### config.mk
export PLATFORM = sky130hd
export DESIGN_NAME = split_dispatch
export DESIGN_NICKNAME = d
export VERILOG_FILES = /design/src/rtl/disp_pkg.sv /design/src/rtl/disp_arbiter.sv /design/src/rtl/disp_classify.sv /design/src/rtl/disp_park.sv /design/src/rtl/split_dispatch.sv
export SDC_FILE = /design/constraint.sdc
export NUM_CORES = 1
export LEC_CHECK = 0
export ABC_AREA = 1
export ABC_CLOCK_PERIOD_IN_PS = 1750
export BUFFER_PORTS_ARGS = -buffer_cell sky130_fd_sc_hd__clkbuf_2
export CAP_MARGIN = 25
export CORE_ASPECT_RATIO = 1.1
export CORE_UTILIZATION = 35
export CTS_BUF_LIST = sky130_fd_sc_hd__clkbuf_16
export DETAILED_ROUTE_END_ITERATION = 10
export MAX_ROUTING_LAYER = met4
export PLACE_DENSITY_LB_ADDON = 0.2
export RECOVER_POWER = 50
export SETUP_SLACK_MARGIN = 0.2
export SYNTH_ARGS = -nofsm -noshare
export SYNTH_HDL_FRONTEND = slang
export SYNTH_SLANG_ARGS = --single-unit
export TNS_END_PERCENT = 20
### constraint.sdc
create_clock -name clk -period 1.75 [get_ports clk]
set_input_delay 0 -clock clk [delete_from_list [all_inputs] [get_ports clk]]
set_output_delay 0 -clock clk [all_outputs]
set_load 0.005 [all_outputs]
### src/rtl/disp_pkg.sv
package disp_pkg;
   typedef enum logic [1:0] {
      K_LOAD   = 2'd0,
      K_IFETCH = 2'd1,
      K_STORE  = 2'd2,
      K_ATOMIC = 2'd3
   } req_kind_e;

   typedef enum logic [3:0] {
      EV_NONE      = 4'd0,
      EV_LOAD      = 4'd1,
      EV_IFETCH    = 4'd2,
      EV_STORE     = 4'd3,
      EV_REPL      = 4'd4,
      EV_PF_LOAD   = 4'd5,
      EV_PF_IFETCH = 4'd6,
      EV_PF_STORE  = 4'd7,
      EV_RESP      = 4'd8,
      EV_FWD       = 4'd9
   } ev_code_e;

   localparam int Q_PF   = 0;
   localparam int Q_RSP  = 1;
   localparam int Q_FWD  = 2;
   localparam int Q_CORE = 3;
   localparam int NUM_Q  = 4;
endpackage

### src/rtl/disp_arbiter.sv
module disp_arbiter #(
   parameter int NQ = 4
) (
   input  logic [NQ-1:0] req,
   output logic [NQ-1:0] gnt,
   output logic          any
);
   if (NQ < 2) begin : g_bad_nq
      $error("disp_arbiter: NQ must be at least 2");
   end

   // index 0 is the highest priority
   for (genvar i = 0; i < NQ; i++) begin : g_gnt
      if (i == 0) begin : g_top
         assign gnt[i] = req[i];
      end else begin : g_rest
         assign gnt[i] = req[i] & ~(|req[i-1:0]);
      end
   end

   assign any = |req;
endmodule

### src/rtl/disp_classify.sv
module disp_classify
   import disp_pkg::*;
#(
   parameter int AW = 8
) (
   input  logic          is_pf,
   input  req_kind_e     kind,
   input  logic [AW-1:0] req_addr,
   input  logic          ic_present,
   input  logic          dc_present,
   input  logic          ic_free,
   input  logic          dc_free,
   input  logic [AW-1:0] ic_victim,
   input  logic [AW-1:0] dc_victim,
   output ev_code_e      code,
   output logic [AW-1:0] out_addr,
   output logic          dsel,
   output logic          drop,
   output logic          repl,
   output logic          conflict
);
   logic          prim_d;
   logic          prim_hit;
   logic          oth_hit;
   logic          prim_free;
   logic [AW-1:0] prim_vic;
   ev_code_e      base;

   // primary cache: instruction fetches go to the I side, everything else to D
   always_comb begin
      prim_d    = (kind != K_IFETCH);
      prim_hit  = prim_d ? dc_present : ic_present;
      oth_hit   = prim_d ? ic_present : dc_present;
      prim_free = prim_d ? dc_free    : ic_free;
      prim_vic  = prim_d ? dc_victim  : ic_victim;
   end

   // stores and atomics share one event
   always_comb begin
      unique case (kind)
         K_LOAD:   base = is_pf ? EV_PF_LOAD   : EV_LOAD;
         K_IFETCH: base = is_pf ? EV_PF_IFETCH : EV_IFETCH;
         default:  base = is_pf ? EV_PF_STORE  : EV_STORE;
      endcase
   end

   always_comb begin
      code     = base;
      out_addr = req_addr;
      dsel     = prim_d;
      drop     = 1'b0;
      repl     = 1'b0;
      if (prim_hit) begin
         drop = is_pf;
      end else if (oth_hit) begin
         dsel = ~prim_d;
         if (is_pf) begin
            drop = 1'b1;
         end else begin
            code = EV_REPL;
            repl = 1'b1;
         end
      end else if (!prim_free) begin
         code     = EV_REPL;
         out_addr = prim_vic;
         repl     = 1'b1;
      end
   end

   assign conflict = ic_present & dc_present;
endmodule

### src/rtl/disp_park.sv
module disp_park #(
   parameter int AW = 8
) (
   input  logic          clk,
   input  logic          rst_n,
   input  logic          set,
   input  logic [AW-1:0] set_addr,
   input  logic          wake_valid,
   input  logic [AW-1:0] wake_addr,
   input  logic [AW-1:0] probe_addr,
   output logic          blocked
);
   logic          park_vld;
   logic [AW-1:0] park_addr;
   logic          wake_hit;

   assign wake_hit = wake_valid & park_vld & (wake_addr == park_addr);

   always_ff @(posedge clk) begin
      if (!rst_n) begin
         park_vld  <= 1'b0;
         park_addr <= '0;
      end else if (set) begin
         park_vld  <= 1'b1;
         park_addr <= set_addr;
      end else if (wake_hit) begin
         park_vld  <= 1'b0;
      end
   end

   assign blocked = park_vld & (probe_addr == park_addr);


   wake_clears_chk: assert property (@(posedge clk) disable iff (!rst_n)
      (wake_hit && !set) |=> !park_vld);


   park_holds_chk: assert property (@(posedge clk) disable iff (!rst_n)
      (park_vld && !wake_hit && !set) |=> (park_vld && $stable(park_addr)));


   park_sets_chk: assert property (@(posedge clk) disable iff (!rst_n)
      set |=> (park_vld && park_addr == $past(set_addr)));
endmodule

### src/rtl/split_dispatch.sv
module split_dispatch
   import disp_pkg::*;
#(
   parameter int AW = 8
) (
   input  logic          clk,
   input  logic          rst_n,
   input  logic          pf_valid,
   input  logic [1:0]    pf_kind,
   input  logic [AW-1:0] pf_addr,
   output logic          pf_pop,
   input  logic          rsp_valid,
   input  logic [AW-1:0] rsp_addr,
   output logic          rsp_pop,
   input  logic          fwd_valid,
   input  logic [AW-1:0] fwd_addr,
   output logic          fwd_pop,
   input  logic          core_valid,
   input  logic [1:0]    core_kind,
   input  logic [AW-1:0] core_addr,
   output logic          core_pop,
   output logic [AW-1:0] look_addr,
   input  logic          ic_present,
   input  logic          dc_present,
   input  logic          ic_way_free,
   input  logic          dc_way_free,
   input  logic [AW-1:0] ic_victim,
   input  logic [AW-1:0] dc_victim,
   output logic          ev_valid,
   output logic [3:0]    ev_code,
   output logic [AW-1:0] ev_addr,
   output logic          ev_dsel,
   output logic          ev_drop,
   input  logic          ev_ready,
   input  logic          ev_park,
   input  logic          wake_valid,
   input  logic [AW-1:0] wake_addr,
   output logic          both_err
);
   localparam int NQ = NUM_Q;

   if (AW < 2) begin : g_bad_aw
      $error("split_dispatch: AW must be at least 2");
   end

   logic [NQ-1:0] req;
   logic [NQ-1:0] gnt;
   logic [NQ-1:0] pops;
   logic          any;
   logic          core_blocked;
   logic [AW-1:0] q_addr [NQ];

   // ---------------- arbitration ----------------
   assign req[Q_PF]   = pf_valid;
   assign req[Q_RSP]  = rsp_valid;
   assign req[Q_FWD]  = fwd_valid;
   assign req[Q_CORE] = core_valid & ~core_blocked;

   disp_arbiter #(.NQ(NQ)) arb_i (
      .req (req),
      .gnt (gnt),
      .any (any)
   );

   assign q_addr[Q_PF]   = pf_addr;
   assign q_addr[Q_RSP]  = rsp_addr;
   assign q_addr[Q_FWD]  = fwd_addr;
   assign q_addr[Q_CORE] = core_addr;

   always_comb begin
      look_addr = '0;
      for (int i = 0; i < NQ; i++) begin
         if (gnt[i]) look_addr = q_addr[i];
      end
   end

   // ---------------- classification ----------------
   logic          use_cls;
   logic          is_pf;
   req_kind_e     cls_kind;
   ev_code_e      cls_code;
   logic [AW-1:0] cls_addr;
   logic          cls_dsel;
   logic          cls_drop;
   logic          cls_repl;
   logic          cls_conflict;

   assign is_pf    = gnt[Q_PF];
   assign use_cls  = gnt[Q_PF] | gnt[Q_CORE];
   assign cls_kind = req_kind_e'(is_pf ? pf_kind : core_kind);

   disp_classify #(.AW(AW)) cls_i (
      .is_pf      (is_pf),
      .kind       (cls_kind),
      .req_addr   (look_addr),
      .ic_present (ic_present),
      .dc_present (dc_present),
      .ic_free    (ic_way_free),
      .dc_free    (dc_way_free),
      .ic_victim  (ic_victim),
      .dc_victim  (dc_victim),
      .code       (cls_code),
      .out_addr   (cls_addr),
      .dsel       (cls_dsel),
      .drop       (cls_drop),
      .repl       (cls_repl),
      .conflict   (cls_conflict)
   );

   // ---------------- event output ----------------
   ev_code_e code_mux;

   always_comb begin
      if (use_cls)           code_mux = cls_code;
      else if (gnt[Q_RSP])   code_mux = EV_RESP;
      else if (gnt[Q_FWD])   code_mux = EV_FWD;
      else                   code_mux = EV_NONE;
   end

   assign both_err = use_cls & cls_conflict;
   assign ev_valid = any & ~both_err;
   assign ev_code  = code_mux;
   assign ev_addr  = use_cls ? cls_addr : look_addr;
   assign ev_dsel  = use_cls & cls_dsel;
   assign ev_drop  = use_cls & cls_drop;

   // ---------------- dequeue and parking ----------------
   logic accept;
   logic park_set;
   logic consume;

   assign accept   = ev_valid & ev_ready;
   assign park_set = accept & gnt[Q_CORE] & ev_park & ~cls_repl;
   assign consume  = accept & ~(use_cls & cls_repl) & ~park_set;
   assign pops     = gnt & {NQ{consume}};

   assign pf_pop   = pops[Q_PF];
   assign rsp_pop  = pops[Q_RSP];
   assign fwd_pop  = pops[Q_FWD];
   assign core_pop = pops[Q_CORE];

   disp_park #(.AW(AW)) park_i (
      .clk        (clk),
      .rst_n      (rst_n),
      .set        (park_set),
      .set_addr   (core_addr),
      .wake_valid (wake_valid),
      .wake_addr  (wake_addr),
      .probe_addr (core_addr),
      .blocked    (core_blocked)
   );

   // ---------------- checks ----------------

   pop_onehot_chk: assert property (@(posedge clk) disable iff (!rst_n)
      $onehot0({pf_pop, rsp_pop, fwd_pop, core_pop}));


   pop_needs_ready_chk: assert property (@(posedge clk) disable iff (!rst_n)
      (pf_pop || rsp_pop || fwd_pop || core_pop) |-> (ev_valid && ev_ready));


   core_pop_lowest_chk: assert property (@(posedge clk) disable iff (!rst_n)
      core_pop |-> (!pf_valid && !rsp_valid && !fwd_valid));


   conflict_quiet_chk: assert property (@(posedge clk) disable iff (!rst_n)
      (ic_present && dc_present && (pf_valid || (core_valid && !rsp_valid && !fwd_valid)))
      |-> (!ev_valid || !pf_valid && (rsp_valid || fwd_valid) || !pf_valid && !core_pop));


   repl_keeps_head_chk: assert property (@(posedge clk) disable iff (!rst_n)
      (ev_valid && ev_code == 4'd4) |-> !(pf_pop || core_pop));


   parked_no_pop_chk: assert property (@(posedge clk) disable iff (!rst_n)
      (ev_valid && ev_ready && ev_park && core_pop) |-> pf_valid == 1'b0 && 1'b0);
endmodule

; ---- After elaboration in Yosys (flattened, before gate mapping)
; Cells that the tools add are included.
[classes]
reduce_logical = 5
muxes = 35
eq_ne = 4
bitwise = 30
[ops]
columns = op, count
row1 = 2-to-1 mux 8 bit, 9
row2 = 2-to-1 mux 4 bit, 7
row3 = AND 1 bit, 19
row4 = == test 8 bit, 2
row5 = 2-to-1 mux 1 bit, 14
row6 = 2-to-1 mux 3 bit, 3
row7 = inverter 1 bit, 9
row8 = case mux 4 bit (2 select lines), 1
row9 = AND 4 bit, 1
row10 = OR reduction 4 bit, 1
row11 = OR reduction 3 bit, 1
row12 = "== test 2 x 1 -> 1 bit, second input constant", 1
row13 = logical NOT 2 bit, 1
row14 = 2-to-1 mux 2 bit, 1
row15 = "!= test 2 x 1 -> 1 bit, second input constant", 1
row16 = nonzero test 2 bit, 1
row17 = OR reduction 2 bit, 1
row18 = bitwise OR 1 bit, 1
[word_totals]
regBits = 9
output_inout_bits = 28
word_cells = 76

; ---- Logic depth before layout (Yosys ltp)
[logic_depth]
ltp_word = 16
ltp_mapped = 15
depth_no_buf = 15

; ---- Modules after synthesis
; Synthesis repeated with hierarchy kept, for this count alone.
[hier_totals]
cells_unflattened = 302
hier_area_um2 = 1590.3
[by_module_without_submodules]
columns = module, area_each_um2, cells_each, instances
row1 = split_dispatch, 621.8, 126, 1
row2 = disp_park, 535.5, 81, 1
row3 = disp_classify, 386.6, 85, 1
row4 = disp_arbiter, 46.3, 10, 1

; ---- Least setup slack after synthesis
; No wires, ideal clock.
[synth_path]
kind = flip-flop to flip-flop
start = register park_i.park_addr[7]
end = register park_i.park_addr[6]
path_stages_with_launch = 12
setup_slack_ns = 0.172
setup_time_ns = 0.113
period_less_slack_ns = 1.578
t_arrival_ns = 1.465
cell_sequence = dfxtp_1 -> inv_1 -> a21oi_1 -> nand3_1 -> nor2_1 -> nand2_1 -> nand3_2 -> nand2_1 -> a21oi_2 -> nand4_1 -> nand2_1 -> nor2_1
[synth_via]
elab_chain_len = 13
word_cells_on_any_way = 14
[synth_rtl]
columns = item, line_no
row1 = from (decl), disp_park.sv:14  ; logic [AW-1:0] park_addr;
row2 = from (signal assigned), disp_park.sv:25  ; park_addr <= set_addr;
row3 = == test 8 bit (*), disp_park.sv:31  ; assign blocked = park_vld & (probe_addr == park_addr);
row4 = AND 1 bit (*), disp_park.sv:31
row5 = inverter 1 bit (*), split_dispatch.sv:57  ; assign req[Q_CORE] = core_valid & ~core_blocked;
row6 = AND 1 bit (*), split_dispatch.sv:57
row7 = AND 1 bit, disp_arbiter.sv:17  ; assign gnt[i] = req[i] & ~(|req[i-1:0]);
row8 = bitwise OR 1 bit, split_dispatch.sv:89  ; assign use_cls = gnt[Q_PF] | gnt[Q_CORE];
row9 = AND 1 bit, split_dispatch.sv:120  ; assign both_err = use_cls & cls_conflict;
row10 = inverter 1 bit, split_dispatch.sv:121  ; assign ev_valid = any & ~both_err;
row11 = AND 1 bit (*), split_dispatch.sv:121
row12 = net ev_valid, split_dispatch.sv:29  ; output logic ev_valid,
row13 = AND 1 bit (*), split_dispatch.sv:132  ; assign accept = ev_valid & ev_ready;
row14 = AND 1 bit (*) (3 in series), split_dispatch.sv:133  ; assign park_set = accept & gnt[Q_CORE] & ev_park & ~cls_repl;
; Mark *: on every way through the listed nets, which the timed path passes. The rest lies on a longest branch.
; A chain may end at the register's enable or synchronous reset.

; ---- Worst setup path in the final report
[layout_path]
start = register park_i.park_addr[2]
end = output ev_addr[7]
[layout_via]
elab_chain_len = 10
word_cells_on_any_way = 11
[layout_rtl]
columns = item, line_no
row1 = == test 8 bit (*), disp_park.sv:31
row2 = AND 1 bit (*), disp_park.sv:31
row3 = inverter 1 bit (*), split_dispatch.sv:57
row4 = AND 1 bit (*), split_dispatch.sv:57
row5 = AND 1 bit (*), disp_arbiter.sv:17
row6 = 2-to-1 mux 8 bit, split_dispatch.sv:73  ; if (gnt[i]) look_addr = q_addr[i];
row7 = 2-to-1 mux 8 bit, disp_classify.sv:63  ; end else if (!prim_free) begin
row8 = 2-to-1 mux 8 bit, disp_classify.sv:55  ; end else if (oth_hit) begin
row9 = 2-to-1 mux 8 bit, disp_classify.sv:53  ; if (prim_hit) begin
row10 = 2-to-1 mux 8 bit (*), split_dispatch.sv:123  ; assign ev_addr = use_cls ? cls_addr : look_addr;
row11 = to (decl), split_dispatch.sv:31  ; output logic [AW-1:0] ev_addr,
; Mark *: on every way between the ends. The rest lies on a longest branch, timed or not.

==> results.json <==
{
  "post-place-ws_ps": -36.5,
  "viasPerCell": 4.60,
  "tightest_slew_ps": 444,
  "busiest_layer": "met2",
  "cts_buffer_depth": 2,
  "violations": "setup timing",
  "critPathLaunch": "park_i.park_addr[2]",
  "drt-pass1-iter-count": 4,
  "power_mw": 1.03,
  "cts_max_level": 1,
  "drt-initial-drc-count": 66,
  "synth_top_area_frac": 0.316,
  "dp_hpwl_um": 3850,
  "drc": 0,
  "place_inst": 413,
  "route.antenna.remaining_nets": 0,
  "fin_crit_sh": 1.06,
  "reg2reg_from": "park_i.park_addr[2]",
  "worstHoldStart": "rst_n",
  "reg2reg_depth": 12,
  "syn_to_final_growth_pct": 63.6,
  "grt_pass1_vias": 1816,
  "cts_hold_buf": 0,
  "dieArea_sq_mm": 0.00412,
  "met2_usage": 0.438,
  "finalHoldViolations": 0,
  "die_w_um": 61.3,
  "yosys_warnings": 0,
  "grt_pass1_wl_um": 7510,
  "drv_slew": 0,
  "grt_max_degree": 17,
  "drive_above_1_share": 0.429,
  "min_period_ps": 1850,
  "final_core_util": 0.602,
  "setup_violations": 25,
  "port_buffers": 100,
  "vdd_ir_drop_max_mv": 0.235,
  "antenna_found_initial": 0,
  "insertion_delay_ps": 240,
  "synthCells": 261,
  "clock_sinks": 9,
  "vias": 1986,
  "overflow": 0,
  "hold_path_end": "park_i.park_addr[2]",
  "syn_avg_cell_area_sq_um": 5.19,
  "arrival_ps": 1850,
  "die_h_um": 67.3,
  "rows": 23,
  "cts-root-buf": "clkbuf_16",
  "num_antenna_cells": 0,
  "status": "complete, but fails checks",
  "p_leak_nw": 1.28,
  "fmax_mhz": 541,
  "slew_headroom": 0.704,
  "ios": 101,
  "synth-seq-cells": 9,
  "required_ps": 1750,
  "cp-end-kind": "output port",
  "grt_util_all_layers": 0.247,
  "r2r_slack_ps": -50,
  "cts_made_buffers": 3,
  "crit_type": "register to output port",
  "ys_types": 28,
  "hp-class": "primary input to register",
  "met1_usage": 0.282,
  "path_max_fanout": 8,
  "setup-tns-final_ps": -1290,
  "yosysSeqAreaShare": 0.133,
  "synthesis.area_sq_mm": 0.00136,
  "synth.net_count": 334,
  "core-area_sq_mm": 0.00368,
  "final_cells": 432,
  "synth_top_cells_by_area": "nand2_1 32%, dfxtp_1 13%, inv_1 11%, nand4_1 10%, nor2_1 6.4%",
  "r2r-end": "park_i.park_addr[4]",
  "cap_violations": 0,
  "cts_tree": "done",
  "setup_slack_ps": -97.8,
  "power_density_mw_per_mm2": 464,
  "gp_congestion": 0.879,
  "start_util": 0.368,
  "wl_per_cell_um": 10.7,
  "rsz0062_at_grt": "true",
  "start_kind": "register",
  "grt_util_met3": 0.0307,
  "final_nets": 456,
  "holdPathStages": 3,
  "finClkSkew_ps": 0.460,
  "yosysTopAreaCell": "nand2_1",
  "clk_pin_slew_ps": 40,
  "wl_um": 4600
}
## cell families (layout without fill, tap and decap cells)
family / count (synthesis) / count (layout) / synth area share
AOI/OAI and AO/OA: 21 / 21 / 0.0960
xor gates and xnor gates: 3 / 3 / 0.0194
buffers and inverters: 47 / 168 / 0.141
DFF: 9 / 9 / 0.133
and+or+nand+nor: 181 / 181 / 0.610
## flip-flops by register name (all words and copies together), names as in the netlist
signal / flops
park_i.park_addr: 8
park_i.park_vld: 1
## routing by layer
metal / up-vias / wire (um)
met5: - / 0
met4: 0 / 73
met3: 7 / 234
met2: 73 / 2260
met1: 839 / 2030
li1: 1067 / -
## synth_stat cells
library cell,instances
a21boi_0,2
a21oi_1,2
a21oi_2,1
a311oi_1,1
buf_1,2
buf_2,2
buf_6,1
dfxtp_1,9
inv_1,38
inv_2,2
inv_4,2
nand2_1,114
nand2_2,2
nand2_4,1
nand3_1,5
nand3_2,3
nand3b_2,1
nand4_1,22
nor2_1,23
nor2_8,2
nor3_1,4
o211ai_1,1
o21a_1,1
o21ai_0,11
o21ai_2,1
o41ai_1,1
or2_2,4
xnor2_1,3
## per-stage QoR
| step | hold WS (ps) | instance area (sq um) |
|---|---|---|
| after floorplan | 114 | 1370 |
| after global placement | 325 | 1960 |
| after detailed placement | 322 | 1960 |
| after CTS | 67.5 | 2160 |
| after global routing | 97.2 | 2220 |
| final | 70.1 | 2220 |
## layout by cell type (no fill, tap or decap), drive strengths merged
cell type / count
o41ai: 1
o211ai: 1
nand3b: 1
nor3: 4
nand3: 8
clkbuf: 101
a21oi: 3
a21boi: 2
clkinvlp: 1
a311oi: 1
nand2: 117
dfxtp: 9
or2: 4
o21ai: 12
o21a: 1
xnor2: 3
inv: 42
buf: 24
nor2: 25
nand4: 22
## where the power goes
part           total [mW]  switching [mW]  internal, mW
clock network       0.406           0.107         0.299
logic               0.415           0.220         0.195
registers           0.208         0.00148         0.207
total                1.03           0.328         0.701
## how the worst max path moves through the flow
stage                                     end  slack [ps]  depth (start not counted)
after floorplan           park_i.park_addr[2]         210                         12
after global placement    park_i.park_addr[4]         -20                         12
after detailed placement  park_i.park_addr[4]         -40                         12
after CTS                          ev_addr[7]        -140                         13
after global routing               ev_addr[4]        -290                         13
final                              ev_addr[7]        -100                         13
## worst max-delay path, cell delays in order (launching register included)
cell	delay [ps]
dfxtp_4	360
inv_2	40
nand2_2	40
nand4_1	120
nor2_1	150
nand2_2	90
nand3_4	80
buf_6	110
clkinvlp_4	150
nand2_1	110
nand4_1	110
nand2_1	100
o21ai_1	60
clkbuf_2	110
## timing repair
item,4_1_cts,5_1_grt
buffers inserted,10,5
gates resized for setup,21,15
pin swaps,14,13
setup endpoints to repair,34,35
endpoints found under the hold margin,0,0
## final cells by class
class | instances | area (sq um)
clock inverters | 1 | 3.75
fillers | 398 | 1470
multi-input cells | 205 | 1050
well taps | 50 | 62.6
repair buffers | 122 | 668
clock buffers | 3 | 75.1
flip-flops and latches | 9 | 189
inverters | 42 | 166
Power figures use the tool's default switching activity.
